## config.mk

```make
export PLATFORM = sky130hd
export DESIGN_NAME = bcs_out_shaper
export DESIGN_NICKNAME = d
export VERILOG_FILES = /design/src/rtl/bcs_pkg.sv /design/src/rtl/bcs_window.sv /design/src/rtl/bcs_pin.sv /design/src/rtl/bcs_out_shaper.sv
export SDC_FILE = /design/constraint.sdc
export NUM_CORES = 1
export LEC_CHECK = 0
export CAP_MARGIN = 20
export CORE_ASPECT_RATIO = 1.75
export CORE_UTILIZATION = 53
export CTS_CLUSTER_SIZE = 30
export DETAILED_ROUTE_END_ITERATION = 8
export GPL_ROUTABILITY_DRIVEN = 1
export MAX_ROUTING_LAYER = met4
export PLACE_DENSITY = 0.94
export SETUP_SLACK_MARGIN = 0.1
export SLEW_MARGIN = 20
export SYNTH_ARGS = -nofsm -noshare
export SYNTH_HDL_FRONTEND = slang
export SYNTH_HIERARCHICAL = 1
export SYNTH_SLANG_ARGS = --single-unit
```

## constraint.sdc

```tcl
create_clock -name clk_i -period 0.85 [get_ports clk_i]
set_input_delay 0.17 -clock clk_i [delete_from_list [all_inputs] [get_ports clk_i]]
set_output_delay 0.17 -clock clk_i [all_outputs]
set_load 0.01 [all_outputs]
```

## src/rtl/bcs_pkg.sv

```systemverilog
package bcs_pkg;
  localparam int NUM_CH   = 11;
  localparam int PIN_W    = NUM_CH + 2;
  localparam int CNT_W    = 13;
  localparam int OFF_W    = 10;
  localparam int NUM_SLOT = 3;
  localparam int CH_TXPD1 = 7;
  localparam int CH_BIAS  = 9;

  typedef logic [NUM_SLOT-1:0] slot_set_t;  // bit0 rx, bit1 tx, bit2 mon

  function automatic slot_set_t ch_slots(int ch);
    case (ch)
      0, 2, 3: return 3'b101;
      1, 10:   return 3'b111;
      default: return 3'b010;
    endcase
  endfunction

  function automatic logic ch_def_low(int ch);
    return ch == 8;
  endfunction
endpackage

```

## src/rtl/bcs_window.sv

```systemverilog
module bcs_window
  import bcs_pkg::*;
#(
  parameter int        SLOT_LEN = 625,
  parameter int        RX_SLOT  = 0,
  parameter int        TX_SLOT  = 3,
  parameter int        MON_SLOT = 6,
  parameter slot_set_t SLOTS    = 3'b111
) (
  input  logic             clk_i,
  input  logic             rst_ni,
  input  logic [CNT_W-1:0] count_i,
  input  logic [OFF_W-1:0] start_i,
  input  logic [OFF_W-1:0] stop_i,
  output logic             hit_o
);
  logic [NUM_SLOT-1:0] slot_hit;
  logic [CNT_W-1:0]    start_x, stop_x;

  assign start_x = {{(CNT_W-OFF_W){1'b0}}, start_i};
  assign stop_x  = {{(CNT_W-OFF_W){1'b0}}, stop_i};

  for (genvar s = 0; s < NUM_SLOT; s++) begin : g_slot
    localparam int SNUM = (s == 0) ? RX_SLOT : (s == 1) ? TX_SLOT : MON_SLOT;
    localparam logic [CNT_W-1:0] BASE = CNT_W'(SLOT_LEN * SNUM);
    localparam logic [CNT_W-1:0] LAST = CNT_W'(SLOT_LEN * SNUM + SLOT_LEN);
    if (SLOTS[s]) begin : g_on
      logic             in_slot;
      logic [CNT_W-1:0] off;
      assign in_slot     = (count_i >= BASE) && (count_i < LAST);
      assign off         = count_i - BASE;
      assign slot_hit[s] = in_slot && (off >= start_x) && (off < stop_x);
    end else begin : g_off
      assign slot_hit[s] = 1'b0;
    end
  end

  assign hit_o = |slot_hit;

  // empty or reversed window never fires
  a_r5_empty_window: assert property (@(posedge clk_i) disable iff (!rst_ni)
    (start_i >= stop_i) |-> !hit_o);
endmodule

```

## src/rtl/bcs_pin.sv

```systemverilog
module bcs_pin #(
  parameter logic DEF_LOW = 1'b0
) (
  input  logic clk_i,
  input  logic rst_ni,
  input  logic hit_i,
  input  logic en_i,
  input  logic pol_i,
  input  logic mask_i,
  output logic pin_o
);
  logic inactive, pin_d, pin_q;

  assign inactive = DEF_LOW ^ pol_i;

  always_comb begin
    pin_d = inactive;
    if (mask_i && en_i && hit_i) pin_d = !inactive;
  end

  always_ff @(posedge clk_i or negedge rst_ni) begin
    if (!rst_ni) pin_q <= DEF_LOW;
    else         pin_q <= pin_d;
  end

  assign pin_o = pin_q;

  a_r7_active_level: assert property (@(posedge clk_i) disable iff (!rst_ni)
    (mask_i && en_i && hit_i) |=> (pin_o == !$past(DEF_LOW ^ pol_i)));
  a_r8_mask_clamp: assert property (@(posedge clk_i) disable iff (!rst_ni)
    !mask_i |=> (pin_o == $past(DEF_LOW ^ pol_i)));
  a_r10_timing_off: assert property (@(posedge clk_i) disable iff (!rst_ni)
    !en_i |=> (pin_o == $past(DEF_LOW ^ pol_i)));
endmodule

```

## src/rtl/bcs_out_shaper.sv

```systemverilog
module bcs_out_shaper
  import bcs_pkg::*;
#(
  parameter int SLOT_LEN = 625,
  parameter int RX_SLOT  = 0,
  parameter int TX_SLOT  = 3,
  parameter int MON_SLOT = 6
) (
  input  logic                    clk_i,
  input  logic                    rst_ni,
  input  logic [CNT_W-1:0]        qb_count_i,
  input  logic                    timing_en_i,
  input  logic [NUM_CH-1:0]       pol_i,
  input  logic [NUM_CH-1:0]       mask_i,
  input  logic [NUM_CH*OFF_W-1:0] win_start_i,
  input  logic [NUM_CH*OFF_W-1:0] win_stop_i,
  output logic [PIN_W-1:0]        pins_o
);
  logic [NUM_CH-1:0] hit, ch_q;

  for (genvar g = 0; g < NUM_CH; g++) begin : g_ch
    bcs_window #(
      .SLOT_LEN(SLOT_LEN), .RX_SLOT(RX_SLOT), .TX_SLOT(TX_SLOT),
      .MON_SLOT(MON_SLOT), .SLOTS(ch_slots(g))
    ) u_win (
      .clk_i   (clk_i),
      .rst_ni  (rst_ni),
      .count_i (qb_count_i),
      .start_i (win_start_i[g*OFF_W +: OFF_W]),
      .stop_i  (win_stop_i[g*OFF_W +: OFF_W]),
      .hit_o   (hit[g])
    );
    bcs_pin #(.DEF_LOW(ch_def_low(g))) u_pin (
      .clk_i  (clk_i),
      .rst_ni (rst_ni),
      .hit_i  (hit[g]),
      .en_i   (timing_en_i),
      .pol_i  (pol_i[g]),
      .mask_i (mask_i[g]),
      .pin_o  (ch_q[g])
    );
  end

  // complement pins follow the registered power-down channels
  assign pins_o = {~ch_q[CH_BIAS], ~ch_q[CH_TXPD1], ch_q};

  a_r4_common_rx: assert property (@(posedge clk_i) disable iff (!rst_ni)
    (timing_en_i && mask_i[1] && !pol_i[1] && hit[0] && win_start_i[OFF_W +: OFF_W] == win_start_i[0 +: OFF_W]
     && win_stop_i[OFF_W +: OFF_W] == win_stop_i[0 +: OFF_W]) |=> pins_o[1]);
endmodule

```

==> flow_metrics.py, run 1 <==
metrics = {
    "cts": {
        "h_tree_depth": 1,
        "tritoncts.num_buffers": 3,
        "maximum_buffer_depth_of_the_clock_tree": 2,
        "cts_root_buffer": "sky130_fd_sc_hd__clkbuf_16",
        "post_cts_hold_buffer_count": 0,
        "clkSinkCount": 11,
    },
    "placed_design": {
        "io_buffers": 270,
        "place_area_mm2": 0.0175,
        "post-place-cells": 2425,
        "hpwl_um": 44600,
        "place.gp.congestion": 1.06,
    },
    "global_route": {
        "grt_max_degree": 27,
        "first_global_vias": 21557,
        "first_pass_grt_wire_length_um": 140000,
        "globalRouteTotalUtil": 0.850,
        "grt_overflow_total": 240,
    },
    "logic_synthesis": {
        "ys_async_sr_fraction": 1.00,
        "post_synth_instance_area_mm2": 0.0115,
        "synth_commonest_cells": "sky130_fd_sc_hd__ha_1 (357), sky130_fd_sc_hd__inv_1 (240), sky130_fd_sc_hd__a21oi_1 (128)",
        "synth.distinct_cells": 78,
        "synth_nets": 2144,
        "synthesis.instances": 1529,
        "synthDominantCellAreaShare": 0.388,
        "synth_area_per_cell_um2": 7.54,
        "synth_enable_flop_cells": 0,
        "yosys.cell_count.top_type": "sky130_fd_sc_hd__ha_1",
        "synth_area_leader_cell": "sky130_fd_sc_hd__ha_1",
        "yosys_warnings": 6,
        "synth_top_cells_by_area": "sky130_fd_sc_hd__ha_1 (39%), sky130_fd_sc_hd__inv_1 (7.8%), sky130_fd_sc_hd__a21oi_1 (5.6%)",
        "synth_top_flop_cell": "sky130_fd_sc_hd__dfrtp_1",
        "synth_sequential_area_ratio": 0.0240,
        "flip_flop_and_latch_count_after_synthesis": 11,
    },
    "status": {
        "haltStage": "5_1_grt",
        "run_status": "stopped before the end",
        "run.stop_error": "[ERROR GRT-0116] Global routing finished with congestion. Check the congestion regions in the DRC Viewer.",
    },
    "die": {
        "initial_core_util": 0.538,
        "dieWidth_um": 113,
        "core_rows": 71,
        "die-height_um": 197,
        "floorplan.io_pins": 271,
    },
}
==> layer usage <==
metal,overflow,GRT usage
met1,6,0.799
met2,152,0.986
met3,10,0.733
met4,72,0.878
met5,-,-
==> through the flow <==
step	hold slack, ps	setup slack, ps
floorplan	-126	-1730
global placement	525	-2180
detailed placement	541	-2450
CTS	266	-1960
==> cells by family after synthesis <==
group / Yosys count / share of synthesized area
AO/OA/AOI/OAI: 426 / 0.251
AND/OR/NAND/NOR: 369 / 0.169
adder cells (fa/ha/maj): 357 / 0.388
buffers and inverters: 261 / 0.0887
XOR/XNOR: 104 / 0.0791
flip-flops: 11 / 0.0240
multiplexers: 1 / 0.000869
==> timing repair <==
| item | CTS |
|---|---|
| buffers inserted | 29 |
| pin swaps | 98 |
| setup endpoints to repair | 24 |
| gates cloned | 3 |
| gates resized for setup | 188 |
==> run 2, diff against run 1 <==
--- a/config.mk
+++ b/config.mk
@@ -6,14 +6,10 @@
 export NUM_CORES = 1
 export LEC_CHECK = 0
 export CAP_MARGIN = 20
-export CORE_ASPECT_RATIO = 1.75
-export CORE_UTILIZATION = 53
-export CTS_CLUSTER_SIZE = 30
+export CORE_UTILIZATION = 40
 export DETAILED_ROUTE_END_ITERATION = 8
 export GPL_ROUTABILITY_DRIVEN = 1
-export MAX_ROUTING_LAYER = met4
-export PLACE_DENSITY = 0.94
-export SETUP_SLACK_MARGIN = 0.1
+export PLACE_DENSITY_LB_ADDON = 0.15
 export SLEW_MARGIN = 20
 export SYNTH_ARGS = -nofsm -noshare
 export SYNTH_HDL_FRONTEND = slang
==> flow_metrics.py, run 2 <==
metrics = {
    "status": {
        "run_status": "finished with violations",
        "failed_checks": "negative setup slack",
    },
    "global_route": {
        "top_usage_layer": "met2",
        "met3_usage": 0.0161,
        "grt_antenna_before_repair": 2,
        "grt_overflow_total": 0,
        "grt_max_degree": 31,
        "global_route.usage.met2": 0.538,
        "global_route.usage.met1": 0.393,
        "first_pass_grt_wire_length_um": 70400,
        "globalRouteTotalUtil": 0.303,
        "first_global_vias": 13692,
    },
    "detailed_routing": {
        "totalWireLength_um": 45300,
        "remaining_drc_errors": 0,
        "route.detailed.vias_per_inst": 5.38,
        "drt_first_pass_iters": 5,
        "route.antenna.remaining_nets": 0,
        "detail_route.iter0.violations": 853,
        "routed_wire_length_per_instance_um": 17.6,
        "route.vias.total": 13795,
    },
    "logic_synthesis": {
        "synthesis.instances": 1529,
        "yosys_warnings": 6,
        "synthDominantCellAreaShare": 0.388,
        "synth_sequential_area_ratio": 0.0240,
        "synth_area_leader_cell": "sky130_fd_sc_hd__ha_1",
        "flip_flop_and_latch_count_after_synthesis": 11,
        "post_synth_instance_area_mm2": 0.0115,
        "synth_enable_flop_cells": 0,
        "synth_top_flop_cell": "sky130_fd_sc_hd__dfrtp_1",
        "synth_commonest_cells": "sky130_fd_sc_hd__ha_1 (357), sky130_fd_sc_hd__inv_1 (240), sky130_fd_sc_hd__a21oi_1 (128)",
        "yosys.cell_count.top_type": "sky130_fd_sc_hd__ha_1",
        "synth_area_per_cell_um2": 7.54,
        "synth.distinct_cells": 78,
        "synth_nets": 2144,
        "synth_top_cells_by_area": "sky130_fd_sc_hd__ha_1 (39%), sky130_fd_sc_hd__inv_1 (7.8%), sky130_fd_sc_hd__a21oi_1 (5.6%)",
        "ys_async_sr_fraction": 1.00,
    },
    "die": {
        "core_rows": 61,
        "die-area_mm2": 0.0295,
        "dieWidth_um": 172,
        "floorplan.io_pins": 271,
        "initial_core_util": 0.410,
        "fp.coreArea_mm2": 0.0281,
        "die-height_um": 172,
    },
    "setup_path": {
        "critical_path.endpoint_type": "register",
        "critPathSlowestCell": "sky130_fd_sc_hd__or3_4",
        "timing.critical_path.required_ps": 990,
        "cp.arrival_ps": 2960,
        "setup.worst_path.start_class": "input pin",
        "max_stage_delay_ps": 380,
        "worstPathCellList": "buf_12, buf_12, ha_2, or3_4, a21oi_4, xnor2_1, ha_1, and4_1, a2111oi_0, o21ai_0, o211ai_1, a32o_1, nand3_2, xnor2_1",
        "cpLargestDelayFamily": "compound AO/OA/AOI/OAI gates",
        "critical_path_buf_inv_count": 2,
        "critPathKind": "input pin to register",
        "maximum_fanout_along_the_worst_path": 5,
    },
    "pwr": {
        "totalPowerFinal_w": 0.0127,
        "switchingPower_w": 0.00567,
        "comb_power_share": 0.877,
        "power_density_mw_per_mm2": 681,
        "netSwitchingFraction": 0.447,
        "clockPowerShare": 0.077,
        "cell_internal_pwr_w": 0.00701,
        "vdd_drop_max_v": 0.000538,
        "leakage_nw": 9.25,
        "seq_power_share": 0.045,
    },
    "cts": {
        "tritoncts.num_buffers": 3,
        "cts_root_buffer": "sky130_fd_sc_hd__clkbuf_16",
        "clkSinkCount": 11,
        "h_tree_depth": 1,
        "maximum_buffer_depth_of_the_clock_tree": 2,
        "clkTransAtPathRegs_ps": 50,
        "cts_tree": "yes",
        "post_cts_hold_buffer_count": 0,
    },
    "finish": {
        "layout_common_cells": "sky130_fd_sc_hd__buf_4 (382), sky130_fd_sc_hd__ha_1 (339), sky130_fd_sc_hd__clkdlybuf4s50_1 (244)",
        "sequential_cell_area_um2": 277,
        "fin_util": 0.663,
        "largest_reg_flops": 11,
        "area_delta_synth_final_pct": 61.6,
        "drive_above_1_share": 0.265,
        "multi_input_area_mm2": 0.0109,
        "fillerInstances": 2458,
        "num-nets-final": 2802,
        "layout.cells.most_common": "sky130_fd_sc_hd__buf_4",
    },
    "timing": {
        "setup_violations": 24,
        "post-route-period-util": 3.31,
        "hold_viol_final": 0,
        "period_needed_ps": 2820,
        "fin_ws_ps": -1970,
        "slew_at_the_pin_with_the_worst_max_slew_slack_ps": 512,
        "max_freq_ghz": 0.355,
        "drv_slew": 0,
        "holdWs_ps": 116,
        "max_slew_margin": 0.650,
        "grt_setup_unrepaired": "true",
        "setup_total_negative_slack_ps": -21200,
    },
    "placed_design": {
        "hpwl_um": 37500,
        "io_buffers": 270,
        "place.gp.congestion": 0.953,
    },
    "flow_run": {
        "max-cap-violations": 0,
    },
    "min_path": {
        "min-delay-path-class": "input pin to async pin",
    },
}
==> run 2: cell counts after synthesis <==
Identical to the previous run, type by type.
==> run 2: worst max-delay path by stage <==
stage | startpoint | to | slack [ps] | cells after the start
final | qb_count_i[1] | g_ch[3].u_pin/pin_o | -1970 | 14
after global routing | qb_count_i[1] | g_ch[9].u_pin/pin_o | -2070 | 14
after CTS | qb_count_i[1] | g_ch[9].u_pin/pin_o | -1940 | 14
after detailed placement | qb_count_i[0] | g_ch[9].u_pin/pin_o | -2250 | 13
after global placement | qb_count_i[1] | g_ch[0].u_pin/pin_o | -2160 | 16
after floorplan | qb_count_i[1] | g_ch[3].u_pin/pin_o | -1730 | 13
==> run 2: cell type report <==
class                           count  share of cell area
Timing Repair Buffer              673               0.321
Multi-Input combinational cell   1257               0.585
Sequential cell                    11              0.0149
Tap cell                          378              0.0254
Antenna cell                        2            0.000269
Clock buffer                        4             0.00423
Inverter                          241              0.0487
==> run 2: power by group through the flow <==
| stage | Combinational, W | Sequential, W | Clock, W |
|---|---|---|---|
| after detailed placement | 0.0104 | 0.000579 | 0 |
| after CTS | 0.0106 | 0.000574 | 0.00101 |
| final | 0.0111 | 0.000575 | 0.000980 |
| after global placement | 0.0101 | 0.000579 | 0 |
| after global routing | 0.0123 | 0.000578 | 0.00101 |
| after floorplan | 0.00512 | 0.000595 | 0 |
==> run 2: metrics by stage <==
stage / setup WS (ps) / area (um^2) / cells
final: -1970 / 18600 / 2566
after global routing: -2070 / 18600 / 2566
after CTS: -1940 / 18100 / 2547
after detailed placement: -2250 / 17800 / 2538
after global placement: -2160 / 17800 / 2538
after floorplan: -1730 / 11800 / 1529
==> run 2: cells by family (layout without fill, tap and decap cells) <==
kind of cell	count (synthesis)	count (layout)	share of synthesized area
muxes	1	1	0.000869
xor gates and xnor gates	104	104	0.0791
and+or+nand+nor	369	369	0.169
other	0	2	0
adders and majority gates	357	357	0.388
buffers and inverters	261	918	0.0887
AOI/OAI and AO/OA	426	426	0.251
DFF	11	11	0.0240
==> run 2: what timing repair did <==
action	CTS	global route
buffers inserted	4	15
resized for setup	89	73
pin swaps	22	70
gates cloned	1	2
setup endpoints to repair	24	24
==> run 2: metal layers <==
metal  up-vias  share of wire
met1      6413           0.45
met5         -              0
li1       6891              -
met3        71          0.046
met4         0          0.026
met2       420           0.48
(Power assumes the default switching activity.)
